**src/rtl/wrr_pkg.sv**
```systemverilog
package wrr_pkg;

   // cyclic successor of an index within 0 .. n-1
   function automatic int next_idx(input int cur, input int n);
      return (cur >= n - 1) ? 0 : cur + 1;
   endfunction

   // bit offset of the weight field of master m at slave s
   function automatic int wgt_ofs(input int s, input int m, input int n_mst, input int w_w);
      return (s * n_mst + m) * w_w;
   endfunction

endpackage

```
**src/rtl/wrr_req_decode.sv**
```systemverilog
module wrr_req_decode #(
   parameter int N_MST = 3,
   parameter int N_SLV = 4,
   parameter int WGT_W = 2,
   parameter logic [N_SLV*N_MST*WGT_W-1:0] WEIGHTS = '0,
   localparam int SIDX_W = $clog2(N_SLV)
) (
   input  logic [N_MST-1:0]        req_valid,
   input  logic [N_MST*SIDX_W-1:0] req_slave,
   output logic [N_SLV*N_MST-1:0]  elig
);

   for (genvar s = 0; s < N_SLV; s++) begin : g_slv
      for (genvar m = 0; m < N_MST; m++) begin : g_mst
         localparam int OFS = wrr_pkg::wgt_ofs(s, m, N_MST, WGT_W);
         localparam bit HAS_PATH = (WEIGHTS[OFS +: WGT_W] != '0);
         if (HAS_PATH) begin : g_path
            assign elig[s*N_MST+m] = req_valid[m] &&
                                     (req_slave[m*SIDX_W +: SIDX_W] == SIDX_W'(s));
         end else begin : g_nopath
            assign elig[s*N_MST+m] = 1'b0;
         end
      end
   end

endmodule

```
**src/rtl/wrr_slave_arb.sv**
```systemverilog
module wrr_slave_arb #(
   parameter int N_MST = 3,
   parameter int WGT_W = 2,
   localparam int MIDX_W = $clog2(N_MST)
) (
   input  logic                   clk,
   input  logic                   rst_n,
   input  logic [N_MST-1:0]       elig,
   input  logic [N_MST*WGT_W-1:0] wgt,
   output logic [N_MST-1:0]       gnt,
   output logic                   busy,
   output logic [MIDX_W-1:0]      sel
);

   logic [MIDX_W-1:0] hold_q, hold_d, pick, idx;
   logic [WGT_W-1:0]  cnt_q, cnt_d, wpick;
   logic              take, reload;

   always_comb begin
      take   = 1'b0;
      reload = 1'b0;
      pick   = hold_q;
      idx    = hold_q;
      if (elig[hold_q] && cnt_q != '0) begin
         take = 1'b1;
      end else begin
         for (int k = 0; k < N_MST; k++) begin
            idx = MIDX_W'(wrr_pkg::next_idx(int'(idx), N_MST));
            if (!take && elig[idx]) begin
               take   = 1'b1;
               reload = 1'b1;
               pick   = idx;
            end
         end
      end
      wpick = wgt[int'(pick)*WGT_W +: WGT_W];
      if (!take)       cnt_d = '0;
      else if (reload) cnt_d = wpick - 1'b1;
      else             cnt_d = cnt_q - 1'b1;
      hold_d = take ? pick : hold_q;
   end

   always_ff @(posedge clk or negedge rst_n) begin
      if (!rst_n) begin
         hold_q <= MIDX_W'(N_MST - 1);
         cnt_q  <= '0;
      end else begin
         hold_q <= hold_d;
         cnt_q  <= cnt_d;
      end
   end

   always_comb begin
      gnt = '0;
      if (take) gnt[pick] = 1'b1;
   end

   assign busy = take;
   assign sel  = take ? pick : '0;

endmodule

```
**src/rtl/wrr_grant_merge.sv**
```systemverilog
module wrr_grant_merge #(
   parameter int N_MST = 3,
   parameter int N_SLV = 4
) (
   input  logic [N_SLV*N_MST-1:0] gnt_mat,
   output logic [N_MST-1:0]       mst_grant
);

   for (genvar m = 0; m < N_MST; m++) begin : g_mst
      always_comb begin
         mst_grant[m] = 1'b0;
         for (int s = 0; s < N_SLV; s++) mst_grant[m] = mst_grant[m] | gnt_mat[s*N_MST+m];
      end
   end

endmodule

```
**src/rtl/wrr_xbar_arb.sv**
```systemverilog
module wrr_xbar_arb #(
   parameter int N_MST = 3,
   parameter int N_SLV = 4,
   parameter int WGT_W = 2,
   parameter logic [N_SLV*N_MST*WGT_W-1:0] WEIGHTS = 24'h418101,
   localparam int SIDX_W = $clog2(N_SLV),
   localparam int MIDX_W = $clog2(N_MST)
) (
   input  logic                    clk,
   input  logic                    rst_n,
   input  logic [N_MST-1:0]        req_valid,
   input  logic [N_MST*SIDX_W-1:0] req_slave,
   output logic [N_MST-1:0]        mst_grant,
   output logic [N_SLV-1:0]        slv_busy,
   output logic [N_SLV*MIDX_W-1:0] slv_sel
);

   if (N_MST < 2) begin : g_bad_mst
      $error("wrr_xbar_arb: N_MST must be at least 2");
   end
   if (N_SLV < 2) begin : g_bad_slv
      $error("wrr_xbar_arb: N_SLV must be at least 2");
   end
   if (WGT_W < 1) begin : g_bad_wgt
      $error("wrr_xbar_arb: WGT_W must be at least 1");
   end

   logic [N_SLV*N_MST-1:0] elig;
   logic [N_SLV*N_MST-1:0] gnt_mat;

   wrr_req_decode #(
      .N_MST(N_MST), .N_SLV(N_SLV), .WGT_W(WGT_W), .WEIGHTS(WEIGHTS)
   ) u_dec (
      .req_valid (req_valid),
      .req_slave (req_slave),
      .elig      (elig)
   );

   for (genvar s = 0; s < N_SLV; s++) begin : g_arb
      wrr_slave_arb #(.N_MST(N_MST), .WGT_W(WGT_W)) u_arb (
         .clk   (clk),
         .rst_n (rst_n),
         .elig  (elig[s*N_MST +: N_MST]),
         .wgt   (WEIGHTS[s*N_MST*WGT_W +: N_MST*WGT_W]),
         .gnt   (gnt_mat[s*N_MST +: N_MST]),
         .busy  (slv_busy[s]),
         .sel   (slv_sel[s*MIDX_W +: MIDX_W])
      );
   end

   wrr_grant_merge #(.N_MST(N_MST), .N_SLV(N_SLV)) u_merge (
      .gnt_mat   (gnt_mat),
      .mst_grant (mst_grant)
   );

endmodule

```
**config.mk**
```make
export PLATFORM = sky130hd
export DESIGN_NAME = wrr_xbar_arb
export DESIGN_NICKNAME = d
export VERILOG_FILES = /design/src/rtl/wrr_pkg.sv /design/src/rtl/wrr_req_decode.sv /design/src/rtl/wrr_slave_arb.sv /design/src/rtl/wrr_grant_merge.sv /design/src/rtl/wrr_xbar_arb.sv
export SDC_FILE = /design/constraint.sdc
export NUM_CORES = 1
export LEC_CHECK = 0
export ABC_AREA = 1
export BUFFER_PORTS_ARGS = -buffer_cell sky130_fd_sc_hd__buf_2
export CAP_MARGIN = 20
export CORE_AREA = 3 3 40 42
export CTS_BUF_LIST = sky130_fd_sc_hd__clkbuf_16
export DETAILED_ROUTE_END_ITERATION = 10
export DIE_AREA = 0 0 43 45
export GPL_TIMING_DRIVEN = 0
export MAX_ROUTING_LAYER = met4
export PLACE_DENSITY = 0.6
export SETUP_SLACK_MARGIN = 0.02
export SKIP_LAST_GASP = 1
export SYNTH_ARGS = -nofsm -noshare
export SYNTH_HDL_FRONTEND = slang
export SYNTH_SLANG_ARGS = --single-unit
```
**constraint.sdc**
```tcl
create_clock -name clk -period 3.9 [get_ports clk]
set_input_delay 0.975 -clock clk [delete_from_list [all_inputs] [get_ports clk]]
set_output_delay 0.975 -clock clk [all_outputs]
set_load 0.05 [all_outputs]
```
==> results of run 1 <==
## metal layers
metal	wire length, um	vias to the layer above
met5	0	-
met4	14	0
met3	70	2
met2	380	13
met1	327	166
li1	-	224
## cell usage after synthesis
library cell  instances  area (um^2)
nor3b_2               1         12.5
inv_2                 1         3.75
nand2_1               9         33.8
buf_4                 8         60.1
dfstp_2               1         26.3
nor2_4                2         22.5
nand3_1               2         10.0
o21ai_2               1         8.76
nand2_4               2         22.5
inv_1                10         37.5
conb_1                1         3.75
nor2_1                7         26.3
nand2_2               8         50.1
nor2_2                1         6.26
dfrtp_1               3         75.1
nor3b_1               1         7.51
or2_2                 1         6.26
nand4_1               1         6.26
## power groups by stage
| stage | clock [mW] | combinational, mW | sequential, mW |
|---|---|---|---|
| final | 0.162 | 0.0869 | 0.0529 |
| after CTS | 0.166 | 0.0879 | 0.0529 |
| after global routing | 0.167 | 0.0950 | 0.0535 |
| after floorplan | 0 | 0.0694 | 0.0522 |
| after global placement | 0 | 0.0868 | 0.0527 |
| after detailed placement | 0 | 0.0877 | 0.0532 |
## final timing paths
check / to / slack (ns) / depth (start not counted)
max in group asynchronous: g_arb[2].u_arb.hold_q[1]$_DFFE_PN1P_ / 3.15 / 1
worst max register to register: g_arb[2].u_arb.cnt_q[0]$_DFF_PN0_ / 2.62 / 9
worst min register to register: g_arb[2].u_arb.cnt_q[1]$_DFF_PN0_ / 0.50 / 2
worst min-delay path: g_arb[2].u_arb.cnt_q[1]$_DFF_PN0_ / 0.50 / 2
min in group asynchronous: g_arb[2].u_arb.cnt_q[1]$_DFF_PN0_ / 0.54 / 1
worst max-delay path: mst_grant[1] / 0.89 / 12
## logic make-up (layout without fill, tap and decap cells)
| group | count (synthesis) | after routing | synth area share, % |
|---|---|---|---|
| flip-flops | 4 | 4 | 24.2 |
| AND/OR/NAND/NOR | 35 | 35 | 48.7 |
| buffers and inverters | 19 | 44 | 24.2 |
| AO/OA/AOI/OAI | 1 | 1 | 2.09 |
| other | 1 | 4 | 0.895 |
## flip-flops by register name, indices dropped and copies added (netlist names)
register,count
g_arb.u_arb.hold_q,2
g_arb.u_arb.cnt_q,2
## critical path, cell delays in order
cell     delay (ns)
buf_2          0.08
nand2_2        0.09
nor2_4         0.13
nand2_2        0.08
nand2_4        0.08
nand2_4        0.06
nand2_2        0.06
nand2_1        0.06
nand2_2        0.07
nand2_2        0.05
nand2_1        0.06
buf_2          0.25
## stage by stage
| step | std cells | setup WS [ns] | cell area, um^2 | util, % | power [mW] |
|---|---|---|---|---|---|
| after detailed placement | 99 | 0.876 | 554 | 43.1 | 0.141 |
| after global placement | 99 | 0.895 | 554 | 43.1 | 0.139 |
| after floorplan | 63 | 0.792 | 430 | - | 0.122 |
| final | 103 | 0.887 | 633 | 49.3 | 0.302 |
| after global routing | 103 | 0.783 | 633 | 49.3 | 0.315 |
| after CTS | 103 | 0.876 | 633 | 49.3 | 0.307 |
## layout make-up
type                    instances  area, um^2  area share, %
clock buffers                   3        75.1           11.9
repair buffers                 21         105           16.6
well taps                      15        18.8           2.96
clock inverters                 1        3.75          0.593
inverters                      11        41.3           6.52
multi-input cells              40         228           36.0
flip-flops and latches          4         101           16.0
plain buffers                   8        60.1           9.49
==> flow_summary_export.csv, run 1 <==
group,metric,value,unit
timing,fin_worst_skew,0.00393,ns
pwr,pwr_density_cell,477,nW/um^2
critical_path,cp.arrival,2.04,ns
detailed_routing,ant_nets,0,
clock_tree,cts-root-buf,"clkbuf_16",
pwr,p_clk_share,53.7,%
floorplanning,fp.dieW,43,um
finish,drive_gt1_share,56.8,%
detailed_routing,routed_via_density,3.93,
logic_synthesis,ys_seq_elements,4,
clock_tree,cts.hold.buffers_added,0,
detailed_routing,drt_iter0_drc,3,
global_route,grt_use_met1,12.1,%
critical_path,worst_setup_path_end_kind,"output port",
timing,rsz0062_at_grt,"no",
clock_tree,htree_levels,1,
logic_synthesis,ys_types,18,
clock_tree,clkLatencyLatePin,0.23,ns
global_route,grt_pass1_wl,1.37,mm
pwr,sequentialPowerShare,17.5,%
detailed_routing,wl_per_cell,7.70,um
placed_design,io_buffer_count,21,
logic_synthesis,syn_inst,60,
timing,setup_viol,0,
global_route,use_met3,1.59,%
floorplanning,std_cell_rows,13,
logic_synthesis,synth_area,419,um^2
global_route,grt_use_total,9.72,%
pwr,comb_power_share,28.8,%
pwr,ir_worst_vdd,376,uV
timing,hold_violations,0,
floorplanning,ioPinCount,26,
pwr,swShare,31.6,%
outcome,status,"finished, final reports clean",
critical_path,startpoint,"req_slave[5]",
global_route,grt_max_degree,7,
worst_hold_path,hold_start,"g_arb[2].u_arb.cnt_q[1]$_DFF_PN0_",
finish,most-common-layout-cells,"21 x buf_2, 11 x inv_1, 9 x nand2_1, 8 x nand2_2, 8 x buf_4",
critical_path,worstSetupPathType,"input pin to output port",
pwr,leakage,0.410,nW
floorplanning,die-height,45,um
critical_path,crit_fanout,4,
logic_synthesis,ys_warn_count,0,
clock_tree,cts.sinks,4,
finish,fillCellCount,141,
critical_path,r2r_start,"g_arb[2].u_arb.hold_q[1]$_DFFE_PN1P_",
clock_tree,post-cts-setup-buffers,0,
critical_path,required,2.92,ns
timing,finalCritPeriodShare,77.3,%
floorplanning,die-area,1940,um^2
timing,setup-tns-final,0,ns
floorplanning,core_area,1280,um^2
detailed_routing,drc,0,
clock_tree,path_clk_slew,0.03,ns
clock_tree,numCtsBuffers,3,
pwr,internal-power,0.206,mW
detailed_routing,drt-total-wl,793,um
worst_hold_path,hp-class,"flip-flop to flip-flop",
critical_path,startpoint_type,"input pin",
timing,whs,0.504,ns
timing,layout_min_cycle_time,3.01,ns
global_route,busiest_layer,"met2",
logic_synthesis,seq_area_frac_synth,24.2,%
detailed_routing,drt-pass1-iter-count,4,
timing,fmax,332,MHz
logic_synthesis,postSynthAreaPerCell,6.99,um^2
finish,final_common_cell,"buf_2",
global_route,antenna_found_initial,0,
finish,n_antenna_cell,0,
finish,syn2layout_area_growth,51.0,%
placed_design,place.gp.congestion,0.709,
global_route,grt_pass1_vias,350,
clock_tree,ctsResizeCount,0,
floorplanning,start_util,32.6,%
detailed_routing,vias,405,
global_route,use_met2,14.1,%
pwr,p_sw,0.0954,mW
run,maxCapViolCount,0,
finish,fin_nets,100,
clock_tree,clock_path_buffers,2,
timing,slew_violations,0,
placed_design,dp_hpwl,694,um
global_route,grt_overflow_total,0,
clock_tree,cts_tree,"built",
Note: power is estimated with default switching activity, not from simulation.
==> run 2: changes to the inputs <==
PLACE_DENSITY = 0.62   (was 0.6)
clock period = 2.7 ns   (was 3.9 ns; I/O delays follow)
==> run 2 against run 1 <==
Against the previous run: sequential share of layout area stayed put; non-clock buffer count stayed put; largest cell class unchanged; core utilization stayed put; critical path type unchanged; combinational power is 44% higher.
==> flow_summary_export.csv, run 2 (synthesis gave the netlist of run 1 again) <==
group,metric,value,unit
critical_path,required,2.03,ns
critical_path,worst_setup_path_end_kind,"output port",
clock_tree,clock_path_buffers,2,
outcome,status,"finished, final reports clean",
placed_design,place.gp.congestion,0.730,
finish,final_common_cell,"buf_2",
critical_path,crit_family,"simple AND/OR/NAND/NOR gates",
clock_tree,cts-root-buf,"clkbuf_16",
clock_tree,cts.sinks,4,
finish,n_antenna_cell,0,
floorplanning,core_area,1280,um^2
clock_tree,cts_tree,"built",
finish,post-route-util,49.3,%
floorplanning,std_cell_rows,13,
global_route,grt_pass1_vias,351,
pwr,pwr_density_cell,688,nW/um^2
floorplanning,fp.dieW,43,um
finish,layout.cells.non_filler,103,
placed_design,dp_hpwl,676,um
timing,finalCritPeriodShare,88.7,%
finish,most-common-layout-cells,"21 x buf_2, 11 x inv_1, 9 x nand2_1, 8 x nand2_2, 8 x buf_4",
finish,syn2layout_area_growth,51.0,%
worst_hold_path,hp-class,"input pin to async pin",
detailed_routing,drc,0,
clock_tree,numCtsBuffers,3,
clock_tree,clkLatencyLatePin,0.22,ns
clock_tree,path_clk_slew,0.03,ns
critical_path,worstSetupPathType,"input pin to output port",
finish,drive_gt1_share,56.8,%
timing,hold_violations,0,
detailed_routing,vias,410,
clock_tree,post-cts-setup-buffers,0,
timing,setup_viol,0,
detailed_routing,drt-pass1-iter-count,4,
global_route,grt_use_total,10.3,%
detailed_routing,routed_via_density,3.98,
critical_path,startpoint_type,"input pin",
floorplanning,die-area,1940,um^2
clock_tree,cts.hold.buffers_added,0,
placed_design,placed_cells,99,
critical_path,critPathMaxStageDelay,0.25,ns
timing,setup-tns-final,0,ns
floorplanning,start_util,32.6,%
floorplanning,ioPinCount,26,
clock_tree,htree_levels,1,
timing,rsz0062_at_grt,"no",
placed_design,io_buffer_count,21,
finish,fin_nets,100,
critical_path,cp.arrival,1.72,ns
detailed_routing,wl_per_cell,7.43,um
global_route,grt_pass1_wl,1.39,mm
floorplanning,die-height,45,um
detailed_routing,drt_iter0_drc,8,
global_route,grt_overflow_total,0,
critical_path,crit_top_cell,"nand2_2",
timing,fin_worst_skew,0.000189,ns
run,maxCapViolCount,0,
global_route,antenna_found_initial,0,
clock_tree,ctsResizeCount,0,
detailed_routing,ant_nets,0,
timing,layout_min_cycle_time,2.40,ns
timing,slew_violations,0,
critical_path,startpoint,"req_slave[5]",
pwr,leakage,0.410,nW
critical_path,slowest_stage,"buf_2",
critical_path,r2r_start,"g_arb[2].u_arb.hold_q[1]$_DFFE_PN1P_",
critical_path,crit_fanout,4,
critical_path,crit_chain,"buf_2 -> nand2_2 -> nor2_4 -> nand2_2 -> nand2_4 -> nand2_4 -> nand2_2 -> nand2_1 -> nand2_2 -> nand2_2 -> nand2_1 -> buf_2",
detailed_routing,drt-total-wl,765,um
finish,reg_top3,"g_arb.u_arb.cnt_q (2), g_arb.u_arb.hold_q (2)",
global_route,grt_max_degree,7,
pwr,ir_worst_vdd,712,uV
timing,fmax,417,MHz
critical_path,crit_buf_inv,2,
## run 2: metrics by stage
stage	hold WS (ns)	area [um^2]	power [mW]	setup WS, ns
final	0.249	633	0.435	0.304
after global routing	0.246	633	0.458	0.172
after CTS	0.248	633	0.441	0.284
after detailed placement	0.484	554	0.203	0.287
after global placement	0.480	554	0.201	0.295
after floorplan	0.379	430	0.176	0.192
## run 2: cell type report
class	instances	area (um^2)
buffer	8	60.1
clock buffer	3	75.1
clock inverter	1	3.75
fill	137	652
inverter	11	41.3
multi-input combinational	40	228
sequential	4	101
tap	15	18.8
timing repair buffer	21	105
## run 2: worst paths after layout
| check | depth (start not counted) | end | slack [ns] |
|---|---|---|---|
| min reg2reg | 2 | g_arb[2].u_arb.cnt_q[1]$_DFF_PN0_ | 0.52 |
| max reg2reg | 9 | g_arb[2].u_arb.cnt_q[0]$_DFF_PN0_ | 1.44 |
| min in group clk | 2 | g_arb[2].u_arb.cnt_q[1]$_DFF_PN0_ | 0.52 |
| min | 1 | g_arb[2].u_arb.hold_q[0]$_DFFE_PN0P_ | 0.25 |
| max | 12 | mst_grant[1] | 0.30 |
| max in group asynchronous | 1 | g_arb[2].u_arb.hold_q[1]$_DFFE_PN1P_ | 2.25 |
## run 2: metal layers
layer | wire length, um | vias to the layer above | part of all wire, % | track usage, %
met2 | 353 | 15 | 46 | 15.3
li1 | - | 220 | - | -
met5 | 0 | - | 0 | -
met1 | 310 | 171 | 41 | 11.0
met3 | 75 | 4 | 9.8 | 3.59
met4 | 25 | 0 | 3.3 | 9.04
## run 2: where the power goes
part           total [mW]  internal [mW]  switching (mW)  leakage, nW
Combinational       0.125         0.0359          0.0887        0.318
Clock               0.234          0.191          0.0431       0.0423
Sequential         0.0763         0.0709         0.00536       0.0495
Total               0.435          0.298           0.137        0.410
==> run 3: changes to the inputs <==
PLACE_DENSITY = 0.72   (was 0.62)
==> run 3 against run 2 <==
Against the previous run: die area unchanged; hold slack got worse by 0.0026 ns; non-clock buffer count unchanged; maximum frequency down 0.85%; highest routed layer unchanged.
==> flow_summary_export.csv, run 3 (synthesis gave the netlist of run 1 again) <==
group,metric,value,unit
outcome,status,"finished, final reports clean",
placed_design,place.gp.congestion,0.711,
timing,fmax,414,MHz
finish,reg_top3,"g_arb.u_arb.cnt_q (2), g_arb.u_arb.hold_q (2)",
clock_tree,cts.sinks,4,
critical_path,crit_fanout,4,
critical_path,ff2ff_setup_slack,1.44,ns
finish,multi_input_area,228,um^2
detailed_routing,drt-pass1-iter-count,2,
clock_tree,htree_levels,1,
detailed_routing,routed_via_density,4.03,
critical_path,startpoint_type,"input pin",
clock_tree,path_clk_slew,0.03,ns
pwr,pwr_density_cell,689,nW/um^2
floorplanning,std_cell_rows,13,
placed_design,placed_cells,99,
global_route,antenna_found_initial,0,
timing,rsz0062_at_grt,"no",
critical_path,worst_setup_path_end_kind,"output port",
placed_design,dp_hpwl,688,um
global_route,grt_max_degree,7,
clock_tree,cts_tree,"built",
critical_path,r2r_start,"g_arb[2].u_arb.hold_q[1]$_DFFE_PN1P_",
finish,final_common_cell,"buf_2",
clock_tree,cts.hold.buffers_added,0,
finish,layout.cells.non_filler,103,
clock_tree,numCtsBuffers,3,
detailed_routing,drt-total-wl,785,um
timing,slew_violations,0,
global_route,grt_pass1_vias,365,
finish,most-common-layout-cells,"21 x buf_2, 11 x inv_1, 9 x nand2_1, 8 x nand2_2, 8 x buf_4",
timing,setup-tns-final,0,ns
finish,syn2layout_area_growth,51.0,%
placed_design,io_buffer_count,21,
floorplanning,die-height,45,um
floorplanning,ioPinCount,26,
pwr,leakage,0.410,nW
detailed_routing,ant_nets,0,
finish,seq_area,101,um^2
critical_path,worstSetupPathType,"input pin to output port",
clock_tree,post-cts-setup-buffers,0,
finish,fillCellCount,129,
detailed_routing,drt_iter0_drc,1,
global_route,grt_overflow_total,0,
pwr,ir_worst_vdd,424,uV
floorplanning,start_util,32.6,%
detailed_routing,vias,415,
clock_tree,ctsResizeCount,0,
timing,layout_min_cycle_time,2.42,ns
worst_hold_path,hp-class,"input pin to async pin",
critical_path,cp.arrival,1.74,ns
timing,fin_worst_skew,0.00161,ns
finish,fin_nets,100,
clock_tree,clock_path_buffers,2,
detailed_routing,wl_per_cell,7.62,um
global_route,grt_pass1_wl,1.31,mm
timing,whs,0.246,ns
clock_tree,clkLatencyLatePin,0.23,ns
finish,n_antenna_cell,0,
detailed_routing,drc,0,
floorplanning,die-area,1940,um^2
floorplanning,core_area,1280,um^2
floorplanning,fp.dieW,43,um
timing,hold_violations,0,
critical_path,worstRegToRegCells,9,
clock_tree,cts-root-buf,"clkbuf_16",
critical_path,required,2.03,ns
timing,finalCritPeriodShare,89.5,%
timing,setup_viol,0,
critical_path,timing.rr.end,"g_arb[2].u_arb.cnt_q[0]$_DFF_PN0_",
global_route,grt_use_total,9.57,%
run,maxCapViolCount,0,
finish,drive_gt1_share,56.8,%
[run 3: cell counts in the layout (fill, tap and decap cells not counted)]
Identical to the previous run, type by type.
[run 3: stage by stage]
step / worst slack, ns / power (mW) / area [um^2] / util, %
after floorplan: 0.192 / 0.176 / 430 / -
after global placement: 0.293 / 0.201 / 554 / 43.1
after detailed placement: 0.275 / 0.202 / 554 / 43.1
after CTS: 0.275 / 0.441 / 633 / 49.3
after global routing: 0.138 / 0.456 / 633 / 49.3
final: 0.284 / 0.436 / 633 / 49.3
[run 3: critical path: stages]
cell and delay, ns:
buf_2 0.08, nand2_2 0.09, nor2_4 0.12, nand2_2 0.07, nand2_4 0.08, nand2_4 0.06, nand2_2 0.06, nand2_1 0.06
nand2_2 0.07, nand2_2 0.05, nand2_1 0.06, buf_2 0.25
[run 3: layout make-up]
class | count | area share (%)
multi-input combinational | 40 | 36.0
sequential | 4 | 16.0
tap | 15 | 2.96
inverter | 11 | 6.52
buffer | 8 | 9.49
clock buffer | 3 | 11.9
timing repair buffer | 21 | 16.6
clock inverter | 1 | 0.593
[run 3: routing by layer]
layer  wire [um]  part of all wire (%)  vias to the layer above  global-route usage (%)
met5           0                     0                        -                       -
met4          20                   2.5                        0                    7.23
met3          79                    10                        2                    2.79
met2         399                    51                       14                    15.3
met1         287                    37                      178                    10.0
li1            -                     -                      221                       -
[run 3: how the worst max path moves through the flow]
| stage | start | to | slack [ns] | cells after the start |
|---|---|---|---|---|
| after floorplan | req_slave[1] | mst_grant[0] | 0.19 | 1 |
| after global placement | req_slave[5] | mst_grant[1] | 0.29 | 12 |
| after global routing | req_slave[3] | mst_grant[1] | 0.14 | 12 |
| final | req_slave[5] | mst_grant[1] | 0.28 | 12 |
| after detailed placement | req_slave[5] | mst_grant[1] | 0.28 | 12 |
| after CTS | req_slave[5] | mst_grant[1] | 0.27 | 12 |
[run 3: power breakdown]
group	internal, mW	total [mW]	switching, mW	leakage, nW
clock network	0.191	0.235	0.0440	0.0423
logic	0.0360	0.125	0.0893	0.318
registers	0.0709	0.0756	0.00474	0.0495
